File: src/rtl/acc_seq_pkg.sv
package acc_seq_pkg;

  function automatic logic [7:0] clamp_log2(input logic [7:0] v,
                                            input logic [7:0] lo,
                                            input logic [7:0] hi);
    if (v < lo) return lo;
    if (v > hi) return hi;
    return v;
  endfunction

  // source register base: multiple of the group size
  function automatic logic [4:0] src_base(input logic [3:0] fld,
                                          input logic       four);
    return four ? {fld[2:0], 2'b00} : {fld, 1'b0};
  endfunction

  // number of partition-shift bits for the group count
  function automatic logic [7:0] grp_shift(input logic four);
    return four ? 8'd2 : 8'd1;
  endfunction

endpackage

File: src/rtl/acc_seq_geom.sv
module acc_seq_geom
  import acc_seq_pkg::*;
#(
  parameter int MAX_LOG2 = 8,
  parameter int MIN_LOG2 = 4,
  parameter int LOG_W    = 4,
  parameter int ROW_W    = MAX_LOG2
) (
  input  logic [31:0]      base_sel,
  input  logic             offs_bit,
  input  logic             grp4,
  input  logic [LOG_W-1:0] rows_log2,
  output logic [ROW_W-1:0] stride,
  output logic [ROW_W-1:0] first_row
);
  logic [7:0]       eff_log2;
  logic [7:0]       str_log2;
  logic [31:0]      sum;
  logic [31:0]      mask32;
  logic [31:0]      mod32;
  logic [ROW_W-1:0] low_bits;

  always_comb begin
    eff_log2 = clamp_log2(8'(rows_log2), 8'(MIN_LOG2), 8'(MAX_LOG2));
    str_log2 = eff_log2 - grp_shift(grp4);
    stride   = ROW_W'(1) << str_log2;
    sum      = base_sel + {29'd0, offs_bit, 2'b00};
    mask32   = (32'd1 << str_log2) - 32'd1;
    mod32    = sum & mask32;
    low_bits = mod32[ROW_W-1:0];
    first_row = {low_bits[ROW_W-1:2], 2'b00};
  end
endmodule

File: src/rtl/acc_seq_ctr.sv
module acc_seq_ctr (
  input  logic       clk,
  input  logic       rst_n,
  input  logic       start,
  input  logic       grp4_in,
  output logic       launch,
  output logic       busy,
  output logic [1:0] phase,
  output logic [1:0] reg_off,
  output logic       grp4_q,
  output logic       last_step
);
  logic [1:0] last_reg;

  assign launch    = start & ~busy;
  assign last_reg  = grp4_q ? 2'd3 : 2'd1;
  assign last_step = busy && (phase == 2'd3) && (reg_off == last_reg);

  always_ff @(posedge clk or negedge rst_n) begin
    if (!rst_n) begin
      busy    <= 1'b0;
      phase   <= 2'd0;
      reg_off <= 2'd0;
      grp4_q  <= 1'b0;
    end else if (launch) begin
      busy    <= 1'b1;
      phase   <= 2'd0;
      reg_off <= 2'd0;
      grp4_q  <= grp4_in;
    end else if (busy) begin
      phase <= phase + 2'd1;
      if (phase == 2'd3) reg_off <= reg_off + 2'd1;
      if (last_step) busy <= 1'b0;
    end
  end
endmodule

File: src/rtl/acc_seq_idx.sv
module acc_seq_idx #(
  parameter int ROW_W = 8
) (
  input  logic             clk,
  input  logic             rst_n,
  input  logic             launch,
  input  logic             busy,
  input  logic [1:0]       phase,
  input  logic [ROW_W-1:0] first_row,
  input  logic [ROW_W-1:0] stride,
  output logic             grp_step,
  output logic [ROW_W-1:0] row_idx
);
  logic [ROW_W-1:0] grp_base;
  logic [ROW_W-1:0] stride_q;

  assign grp_step = busy && (phase == 2'd3);
  assign row_idx  = grp_base + ROW_W'(phase);

  always_ff @(posedge clk or negedge rst_n) begin
    if (!rst_n) begin
      grp_base <= '0;
      stride_q <= '0;
    end else if (launch) begin
      grp_base <= first_row;
      stride_q <= stride;
    end else if (grp_step) begin
      grp_base <= grp_base + stride_q;
    end
  end
endmodule

File: src/rtl/acc_row_seq.sv
module acc_row_seq
  import acc_seq_pkg::*;
#(
  parameter int MAX_ROWS_LOG2 = 8,
  parameter int MIN_ROWS_LOG2 = 4,
  localparam int LOG_W = $clog2(MAX_ROWS_LOG2 + 1),
  localparam int ROW_W = MAX_ROWS_LOG2
) (
  input  logic             clk,
  input  logic             rst_n,
  input  logic             start,
  input  logic [31:0]      base_sel,
  input  logic             offs_bit,
  input  logic             grp4,
  input  logic [LOG_W-1:0] rows_log2,
  input  logic [3:0]       zn_fld,
  input  logic [3:0]       zm_fld,
  output logic             step_valid,
  output logic [ROW_W-1:0] row_idx,
  output logic [1:0]       reg_off,
  output logic [1:0]       phase,
  output logic [4:0]       src_n,
  output logic [4:0]       src_m,
  output logic             done
);
  logic             launch;
  logic             busy;
  logic             grp4_q;
  logic             last_step;
  logic             grp_step;
  logic [ROW_W-1:0] stride;
  logic [ROW_W-1:0] first_row;
  logic [3:0]       zn_q;
  logic [3:0]       zm_q;

  acc_seq_geom #(
    .MAX_LOG2(MAX_ROWS_LOG2), .MIN_LOG2(MIN_ROWS_LOG2),
    .LOG_W(LOG_W), .ROW_W(ROW_W)
  ) u_geom (
    .base_sel(base_sel), .offs_bit(offs_bit), .grp4(grp4),
    .rows_log2(rows_log2), .stride(stride), .first_row(first_row)
  );

  acc_seq_ctr u_ctr (
    .clk(clk), .rst_n(rst_n), .start(start), .grp4_in(grp4),
    .launch(launch), .busy(busy), .phase(phase), .reg_off(reg_off),
    .grp4_q(grp4_q), .last_step(last_step)
  );

  acc_seq_idx #(.ROW_W(ROW_W)) u_idx (
    .clk(clk), .rst_n(rst_n), .launch(launch), .busy(busy),
    .phase(phase), .first_row(first_row), .stride(stride),
    .grp_step(grp_step), .row_idx(row_idx)
  );

  always_ff @(posedge clk or negedge rst_n) begin
    if (!rst_n) begin
      zn_q <= 4'd0;
      zm_q <= 4'd0;
    end else if (launch) begin
      zn_q <= zn_fld;
      zm_q <= zm_fld;
    end
  end

  assign step_valid = busy;
  assign done       = last_step;
  assign src_n      = src_base(zn_q, grp4_q) + 5'(reg_off);
  assign src_m      = src_base(zm_q, grp4_q) + 5'(reg_off);
endmodule

File: config.mk
export PLATFORM = sky130hd
export DESIGN_NAME = acc_row_seq
export DESIGN_NICKNAME = d
export VERILOG_FILES = /design/src/rtl/acc_seq_pkg.sv /design/src/rtl/acc_seq_geom.sv /design/src/rtl/acc_seq_ctr.sv /design/src/rtl/acc_seq_idx.sv /design/src/rtl/acc_row_seq.sv
export SDC_FILE = /design/constraint.sdc
export NUM_CORES = 1
export LEC_CHECK = 0
export BUFFER_PORTS_ARGS = -buffer_cell sky130_fd_sc_hd__buf_2
export CAP_MARGIN = 20
export CELL_PAD_IN_SITES_DETAIL_PLACEMENT = 1
export CELL_PAD_IN_SITES_GLOBAL_PLACEMENT = 2
export CORE_MARGIN = 2
export CORE_UTILIZATION = 31
export DETAILED_ROUTE_END_ITERATION = 6
export PLACE_DENSITY = 0.95
export SLEW_MARGIN = 20
export SYNTH_ARGS = -nofsm -noshare
export SYNTH_HDL_FRONTEND = slang
export SYNTH_SLANG_ARGS = --single-unit
File: constraint.sdc
create_clock -name clk -period 3.1 [get_ports clk]
set_input_delay 0.62 -clock clk [delete_from_list [all_inputs] [get_ports clk]]
set_output_delay 0.62 -clock clk [all_outputs]
set_load 0.05 [all_outputs]
# Word-level counts from Yosys, hierarchy flattened
# Index checks and enable logic that the tools add are counted.
dict set report op_classes {
  n_reduce_logical 6
  n_eq_ne 2
  mux 21
  shifts 2
  add_sub_neg 9
  n_bitwise 3
  order_cmp 2
}
# cell n
set op_table {}
lappend op_table {{two-way mux 8 bit} 6}
lappend op_table {{<< shifter 1 x 8 -> 8 bit (first input constant)} 2}
lappend op_table {{two-way mux 2 bit} 7}
lappend op_table {{adder 5 x 2 -> 5 bit} 2}
lappend op_table {{two-way mux 5 bit} 2}
lappend op_table {{adder 8 x 2 -> 8 bit} 1}
lappend op_table {{adder 8 x 3 -> 8 bit} 1}
lappend op_table {{adder 8 bit} 1}
lappend op_table {{bitwise AND 8 bit} 1}
lappend op_table {{subtractor 8 x 1 -> 8 bit (second input constant)} 1}
lappend op_table {{subtractor 8 bit} 1}
lappend op_table {{two-way mux 1 bit} 6}
lappend op_table {{nonzero test 2 bit} 3}
lappend op_table {{adder 2 x 1 -> 2 bit (second input constant)} 2}
lappend op_table {{greater-than comparator 4 bit (second input constant)} 1}
lappend op_table {{less-than comparator 4 x 3 -> 1 bit (second input constant)} 1}
lappend op_table {{equality test 2 bit} 1}
lappend op_table {{equality test 2 bit (second input constant)} 1}
lappend op_table {{logical AND 1 bit} 2}
lappend op_table {{AND reduction 2 bit} 1}
lappend op_table {{bitwise AND 1 bit} 1}
lappend op_table {{inverter 1 bit} 1}
dict set report word_totals {
  output_inout_bits 24
  reg_bits 30
  elab_cells 53
}

# Logic depth before layout (Yosys ltp)
dict set report depth {
  ltp_word 10
  depth_mapped 10
  mapped_depth_nobuf 10
}

# By module
# A second synthesis with hierarchy kept.
dict set report unflattened {
  hier_cells 250
  area_unflattened_um2 2306.0
}
# module cells_per_inst seq_area_each_um2 area_each_um2 n_inst
set by_module_without_submodules {}
lappend by_module_without_submodules {acc_seq_idx 125 400.4 1143.6 1}
lappend by_module_without_submodules {acc_row_seq 56 200.2 540.5 1}
lappend by_module_without_submodules {acc_seq_geom 46 0.0 320.3 1}
lappend by_module_without_submodules {acc_seq_ctr 23 150.1 301.5 1}

# Least setup slack after synthesis
# Ideal clock, no wire load.
dict set report synth_timing {
  path_type {register -> output}
  from {register u_ctr.phase[0]}
  to {output row_idx[6]}
  arrival_ps 2439
  slack_ps 41
  n_path_buf 0
  required_time_ps 2480
  stages_incl_launch_ff 7
  path_cell_list {dfrtp_1 > ha_1 > inv_1 > fa_1 > nor2b_1 > nand4_1 > xnor2_1}
}
dict set report synth_between {
  elab_chain_cells 1
}
# item line_no
set synth_lines {}
lappend synth_lines {{start: declaration} acc_seq_ctr.sv:8} ;# output logic [1:0] phase,
lappend synth_lines {{start signal: assignment} acc_seq_ctr.sv:31} ;# phase <= phase + 2'd1;
lappend synth_lines {{adder 8 x 2 -> 8 bit} acc_seq_idx.sv:18} ;# assign row_idx = grp_base + ROW_W'(phase);
lappend synth_lines {{end: declaration} acc_row_seq.sv:19} ;# output logic [ROW_W-1:0] row_idx,
# No other way between the ends.

# Worst setup path in the final report
# Same ends and word-level chain as after synthesis.

==> flow_summary.html <==
<table>
<tr><th>Metric</th><th>Value</th></tr>
<tr><th colspan="2">Setup path</th></tr>
<tr><td>Minimum setup slack among reg-to-reg paths</td><td>1.10 ns</td></tr>
<tr><td>Crit path to</td><td>row_idx[6]</td></tr>
<tr><td>Origin of the worst setup path</td><td>u_ctr.phase[0]</td></tr>
<tr><td>Buffers and inverters on the worst path</td><td>2</td></tr>
<tr><td>Critical-path maximum fanout</td><td>4</td></tr>
<tr><td>Crit path required time</td><td>2.48 ns</td></tr>
<tr><td>Type of the worst setup path</td><td>register to output port</td></tr>
<tr><td>Data arrival, critical path</td><td>2.09 ns</td></tr>
<tr><td>Critical-path top delay cell</td><td>sky130_fd_sc_hd__dfrtp_1</td></tr>
<tr><td>Setup crit start kind</td><td>register</td></tr>
<tr><td>Cell-by-cell trace of the critical path</td><td>ha_1 -&gt; inv_1 -&gt; fa_1 -&gt; nor2b_1 -&gt; nand4_1 -&gt; xnor2_1 -&gt; buf_2</td></tr>
<tr><td>Crit end category</td><td>output port</td></tr>
<tr><td>RR Endpoint</td><td>u_idx.grp_base[4]</td></tr>
<tr><td>Worst stage delay on the critical path</td><td>0.42 ns</td></tr>
<tr><td>Worst reg-to-reg path cell count</td><td>7</td></tr>
<tr><td>Stages on the worst setup path</td><td>7</td></tr>
<tr><td>Cell type group with the largest total delay on the critical path</td><td>adder cells</td></tr>
<tr><td>Startpoint of the worst register-to-register path</td><td>u_idx.grp_base[0]</td></tr>
<tr><th colspan="2">Run status</th></tr>
<tr><td>Run status</td><td>complete, no violations</td></tr>
<tr><th colspan="2">CTS</th></tr>
<tr><td>TritonCTS clock tree</td><td>yes</td></tr>
<tr><td>TritonCTS Buffers</td><td>5</td></tr>
<tr><td>CTS root buf</td><td>sky130_fd_sc_hd__clkbuf_8</td></tr>
<tr><td>CTS clk-pin slew, worst paths</td><td>0.07 ns</td></tr>
<tr><td>Clock network latency to the later pin of the worst-skew pair</td><td>0.29 ns</td></tr>
<tr><td>Max Buffers Root-to-Sink</td><td>2</td></tr>
<tr><td>Cts hold-fix bufs</td><td>0</td></tr>
<tr><td>Setup Fix Bufs, Post-CTS</td><td>0</td></tr>
<tr><td>Number of cells upsized or downsized after cts</td><td>0</td></tr>
<tr><td>TritonCTS Sinks</td><td>30</td></tr>
<tr><td>Depth of the CTS H-tree</td><td>2</td></tr>
<tr><th colspan="2">Placed design</th></tr>
<tr><td>Pre-CTS setup slack</td><td>0.590 ns</td></tr>
<tr><td>Final HPWL from detailed placement</td><td>4010 µm</td></tr>
<tr><td>Number of cells in the design after placement</td><td>350</td></tr>
<tr><td>Number of I/O port buffers</td><td>45</td></tr>
<tr><td>Final Wtd Congestion</td><td>0.768</td></tr>
<tr><th colspan="2">Floorplan</th></tr>
<tr><td>Die span in y</td><td>86.1 µm</td></tr>
<tr><td>Number of cell rows</td><td>29</td></tr>
<tr><td>Effective utilization at floorplan</td><td>32.6%</td></tr>
<tr><td>Die Outline Area</td><td>0.00742 mm²</td></tr>
<tr><td>Placeable core region</td><td>0.00642 mm²</td></tr>
<tr><td>Die width</td><td>86.1 µm</td></tr>
<tr><td>Top-level I/O count</td><td>73</td></tr>
<tr><th colspan="2">Synthesis</th></tr>
<tr><td>Largest family of logic cells by synthesized area</td><td>simple AND/OR/NAND/NOR gates</td></tr>
<tr><td>Share of synthesized cell area in full adder, half adder and majority cells</td><td>14.8%</td></tr>
<tr><td>Instance count of the mapped netlist</td><td>234</td></tr>
<tr><td>Dominant cells by area after synthesis</td><td>sky130_fd_sc_hd__dfrtp_1 36%, sky130_fd_sc_hd__ha_1 12%, sky130_fd_sc_hd__nand2_1 8.1%</td></tr>
<tr><td>Mean Syn Cell Area</td><td>8.93 µm²</td></tr>
<tr><td>Synthesized-area fraction occupied by ao, oa, aoi and oai cells</td><td>15.7%</td></tr>
<tr><td>Simple-gate portion of the synthesized area</td><td>17.9%</td></tr>
<tr><td>Ys Warns</td><td>0</td></tr>
<tr><td>Sequential fraction of the synthesis area</td><td>35.9%</td></tr>
<tr><td>Distinct cells, synth</td><td>37</td></tr>
<tr><td>Mux contribution to synthesized area</td><td>3.05%</td></tr>
<tr><td>Top cell type's share of synthesized area</td><td>35.9%</td></tr>
<tr><td>Library cell with the largest summed area after synthesis</td><td>sky130_fd_sc_hd__dfrtp_1</td></tr>
<tr><td>Synth Area in XOR/XNOR</td><td>8.38%</td></tr>
<tr><td>Synthesized netlist net count</td><td>306</td></tr>
<tr><td>Cell area after technology mapping</td><td>0.00209 mm²</td></tr>
<tr><td>Flip-flop and latch count after synthesis</td><td>30</td></tr>
<tr><th colspan="2">Routing</th></tr>
<tr><td>Via density per instance</td><td>4.95</td></tr>
<tr><td>Total wire length</td><td>5100 µm</td></tr>
<tr><td>DR iter-0 viols</td><td>51</td></tr>
<tr><td>Metal1 wirelength</td><td>2400 µm</td></tr>
<tr><td>Total iterations of the first detailed-routing run</td><td>4</td></tr>
<tr><td>Sum of met3 wire segment lengths after detailed routing</td><td>174 µm</td></tr>
<tr><td>Residual DRC</td><td>0</td></tr>
<tr><td>Remaining antenna violation count</td><td>0</td></tr>
<tr><td>DR WL/cell</td><td>14.2 µm</td></tr>
<tr><td>Vias after detailed routing</td><td>1,771</td></tr>
<tr><td>Wire length on met2</td><td>2470 µm</td></tr>
<tr><td>Top metal layer carrying routed signals</td><td>met4</td></tr>
<tr><th colspan="2">Timing</th></tr>
<tr><td>Count of pins over their slew limit</td><td>0</td></tr>
<tr><td>Setup slack after layout</td><td>0.389 ns</td></tr>
<tr><td>Clock Skew</td><td>0.00934 ns</td></tr>
<tr><td>Period utilization</td><td>87.4%</td></tr>
<tr><td>Min Clock Period, post-route</td><td>2.71 ns</td></tr>
<tr><td>Peak clock frequency supported by timing</td><td>369 MHz</td></tr>
<tr><td>Final hold viol count</td><td>0</td></tr>
<tr><td>Slew HR</td><td>51.2%</td></tr>
<tr><td>Final count of negative-setup-slack endpoints</td><td>0</td></tr>
<tr><td>RSZ-0062 raised after global routing</td><td>false</td></tr>
<tr><td>Worst hold slack</td><td>0.363 ns</td></tr>
<tr><td>Actual slew at the worst max-slew pin</td><td>0.731 ns</td></tr>
<tr><td>Setup total negative slack</td><td>0 ns</td></tr>
<tr><th colspan="2">Power</th></tr>
<tr><td>Switching share of power</td><td>57.1%</td></tr>
<tr><td>P_sw</td><td>1.82 mW</td></tr>
<tr><td>Gate power share</td><td>64.2%</td></tr>
<tr><td>Fraction of power consumed by sequential logic</td><td>25.1%</td></tr>
<tr><td>Design internal power</td><td>1.37 mW</td></tr>
<tr><td>Power density of the placed cells</td><td>1290 mW/mm²</td></tr>
<tr><td>Pleak</td><td>1.24 nW</td></tr>
<tr><td>Max IR drop VDD</td><td>0.614 mV</td></tr>
<tr><td>Clk network pwr share</td><td>10.7%</td></tr>
<tr><th colspan="2">Layout</th></tr>
<tr><td>Area Overhead vs Synth</td><td>18.2%</td></tr>
<tr><td>Layout cell share with drive strength beyond 1</td><td>23.5%</td></tr>
<tr><td>Final std cells w/o fill</td><td>358</td></tr>
<tr><td>Final-layout fill cell count</td><td>788</td></tr>
<tr><td>Antenna diode instance count</td><td>0</td></tr>
<tr><td>Net total in the final layout</td><td>352</td></tr>
<tr><td>Finished Core Util</td><td>38.5%</td></tr>
<tr><th colspan="2">Flow run</th></tr>
<tr><td>Number of maximum-capacitance violations</td><td>0</td></tr>
<tr><th colspan="2">GRT</th></tr>
<tr><td>Total Routing Usage GR</td><td>14.9%</td></tr>
<tr><td>Maximum number of pins on one net before global-route repair</td><td>31</td></tr>
<tr><td>Initial antenna violation count</td><td>0</td></tr>
<tr><td>Total congestion overflow after global routing</td><td>0</td></tr>
<tr><td>First-pass GRT wire length</td><td>8630 µm</td></tr>
<tr><td>Vias in the first global route</td><td>1,764</td></tr>
<tr><th colspan="2">Hold path</th></tr>
<tr><td>Min-delay worst type</td><td>primary input to async pin</td></tr>
</table>
placed cells by master (no fill, tap or decap), types with 3 or more instances in the layout:
master,synthesis,routed
sky130_fd_sc_hd__dfrtp_1,30,30
sky130_fd_sc_hd__clkbuf_8,0,6
sky130_fd_sc_hd__nor2b_1,5,5
sky130_fd_sc_hd__xor2_1,11,11
sky130_fd_sc_hd__xnor2_1,9,9
sky130_fd_sc_hd__a21o_1,4,4
sky130_fd_sc_hd__inv_1,10,10
sky130_fd_sc_hd__fa_1,3,3
sky130_fd_sc_hd__mux2i_1,3,3
sky130_fd_sc_hd__a21oi_1,12,12
sky130_fd_sc_hd__ha_1,20,20
sky130_fd_sc_hd__nor2_1,17,17
sky130_fd_sc_hd__a211oi_2,3,3
sky130_fd_sc_hd__buf_2,5,45
sky130_fd_sc_hd__nand3_1,10,10
sky130_fd_sc_hd__o21ai_0,18,18
sky130_fd_sc_hd__mux2_2,3,3
sky130_fd_sc_hd__nand2_1,45,45
power by group through the flow:
stage | Combinational, mW | Sequential, mW | Clock (mW)
floorplan | 1.61 | 0.848 | 0
global placement | 2.01 | 0.796 | 0
detailed placement | 2.07 | 0.810 | 0
CTS | 2.08 | 0.805 | 0.353
global route | 2.23 | 0.840 | 0.371
finish | 2.05 | 0.802 | 0.340
layer usage:
| metal | vias up | global-route usage [%] |
|---|---|---|
| met5 | - | 0 |
| met4 | 0 | 4.76 |
| met3 | 6 | 3.37 |
| met2 | 33 | 24.2 |
| met1 | 846 | 19.6 |
| li1 | 886 | - |
final cells by class:
| cell class | count | area, µm² | share of cell area [%] |
|---|---|---|---|
| clock buffers | 6 | 82.6 | 3.34 |
| clock inverters | 2 | 12.5 | 0.506 |
| repair buffers | 47 | 240 | 9.72 |
| well taps | 77 | 96.3 | 3.90 |
| multi-input cells | 186 | 1250 | 50.6 |
| inverters | 10 | 37.5 | 1.52 |
| flip-flops and latches | 30 | 751 | 30.4 |
flip-flops by register name (all words and copies together), names as in the netlist:
register	cells
u_idx.stride_q	8
zn_q	4
u_ctr.busy	1
u_ctr.grp4_q	1
u_idx.grp_base	8
zm_q	4
u_ctr.phase	2
u_ctr.reg_off	2
synth_stat cells:
library cell / count
sky130_fd_sc_hd__a21oi_2: 1
sky130_fd_sc_hd__nand2b_1: 1
sky130_fd_sc_hd__a211oi_1: 2
sky130_fd_sc_hd__nand2_1: 45
sky130_fd_sc_hd__nand2b_2: 1
sky130_fd_sc_hd__nor2b_1: 5
sky130_fd_sc_hd__o22ai_1: 1
sky130_fd_sc_hd__dfrtp_1: 30
sky130_fd_sc_hd__o31ai_1: 1
sky130_fd_sc_hd__nor2_1: 17
sky130_fd_sc_hd__a41oi_1: 1
sky130_fd_sc_hd__a22o_1: 1
sky130_fd_sc_hd__xnor2_1: 9
sky130_fd_sc_hd__o21bai_1: 2
sky130_fd_sc_hd__xor2_1: 11
sky130_fd_sc_hd__and2_1: 1
sky130_fd_sc_hd__and3_1: 1
sky130_fd_sc_hd__nand4_1: 2
sky130_fd_sc_hd__nand3_2: 1
sky130_fd_sc_hd__buf_2: 5
sky130_fd_sc_hd__o41ai_1: 1
sky130_fd_sc_hd__buf_6: 1
sky130_fd_sc_hd__a211oi_2: 3
sky130_fd_sc_hd__mux2_2: 3
sky130_fd_sc_hd__nor3_1: 2
sky130_fd_sc_hd__a21oi_1: 12
sky130_fd_sc_hd__inv_1: 10
sky130_fd_sc_hd__buf_4: 2
sky130_fd_sc_hd__o21ai_1: 2
sky130_fd_sc_hd__o211ai_2: 1
sky130_fd_sc_hd__ha_1: 20
sky130_fd_sc_hd__nand3_1: 10
sky130_fd_sc_hd__a21o_1: 4
sky130_fd_sc_hd__o21ai_0: 18
sky130_fd_sc_hd__fa_1: 3
sky130_fd_sc_hd__mux2i_1: 3
sky130_fd_sc_hd__o21ai_2: 1
per-stage QoR:
stage,total power [mW],cell area [µm²]
global route,3.44,2470
detailed placement,2.88,2380
floorplan,2.46,2090
global placement,2.80,2380
finish,3.19,2470
CTS,3.24,2470
how the worst min path moves through the flow:
stage	start	to	slack [ns]	cells past startpoint
floorplan	rst_n	u_ctr.busy	0.32	0
global placement	zm_q[3]	zm_q[3]	0.47	2
detailed placement	zm_q[3]	zm_q[3]	0.47	2
CTS	rst_n	zn_q[3]	0.39	1
global route	rst_n	zn_q[3]	0.41	1
finish	rst_n	zn_q[3]	0.36	1
logic make-up after synthesis:
family                     Yosys count
AOI/OAI and AO/OA                   51
and+or+nand+nor                     86
muxes                                6
xor gates and xnor gates            20
buffers and inverters               18
DFF                                 30
adders and majority gates           23
No activity file was read; power rests on OpenSTA's default activity.
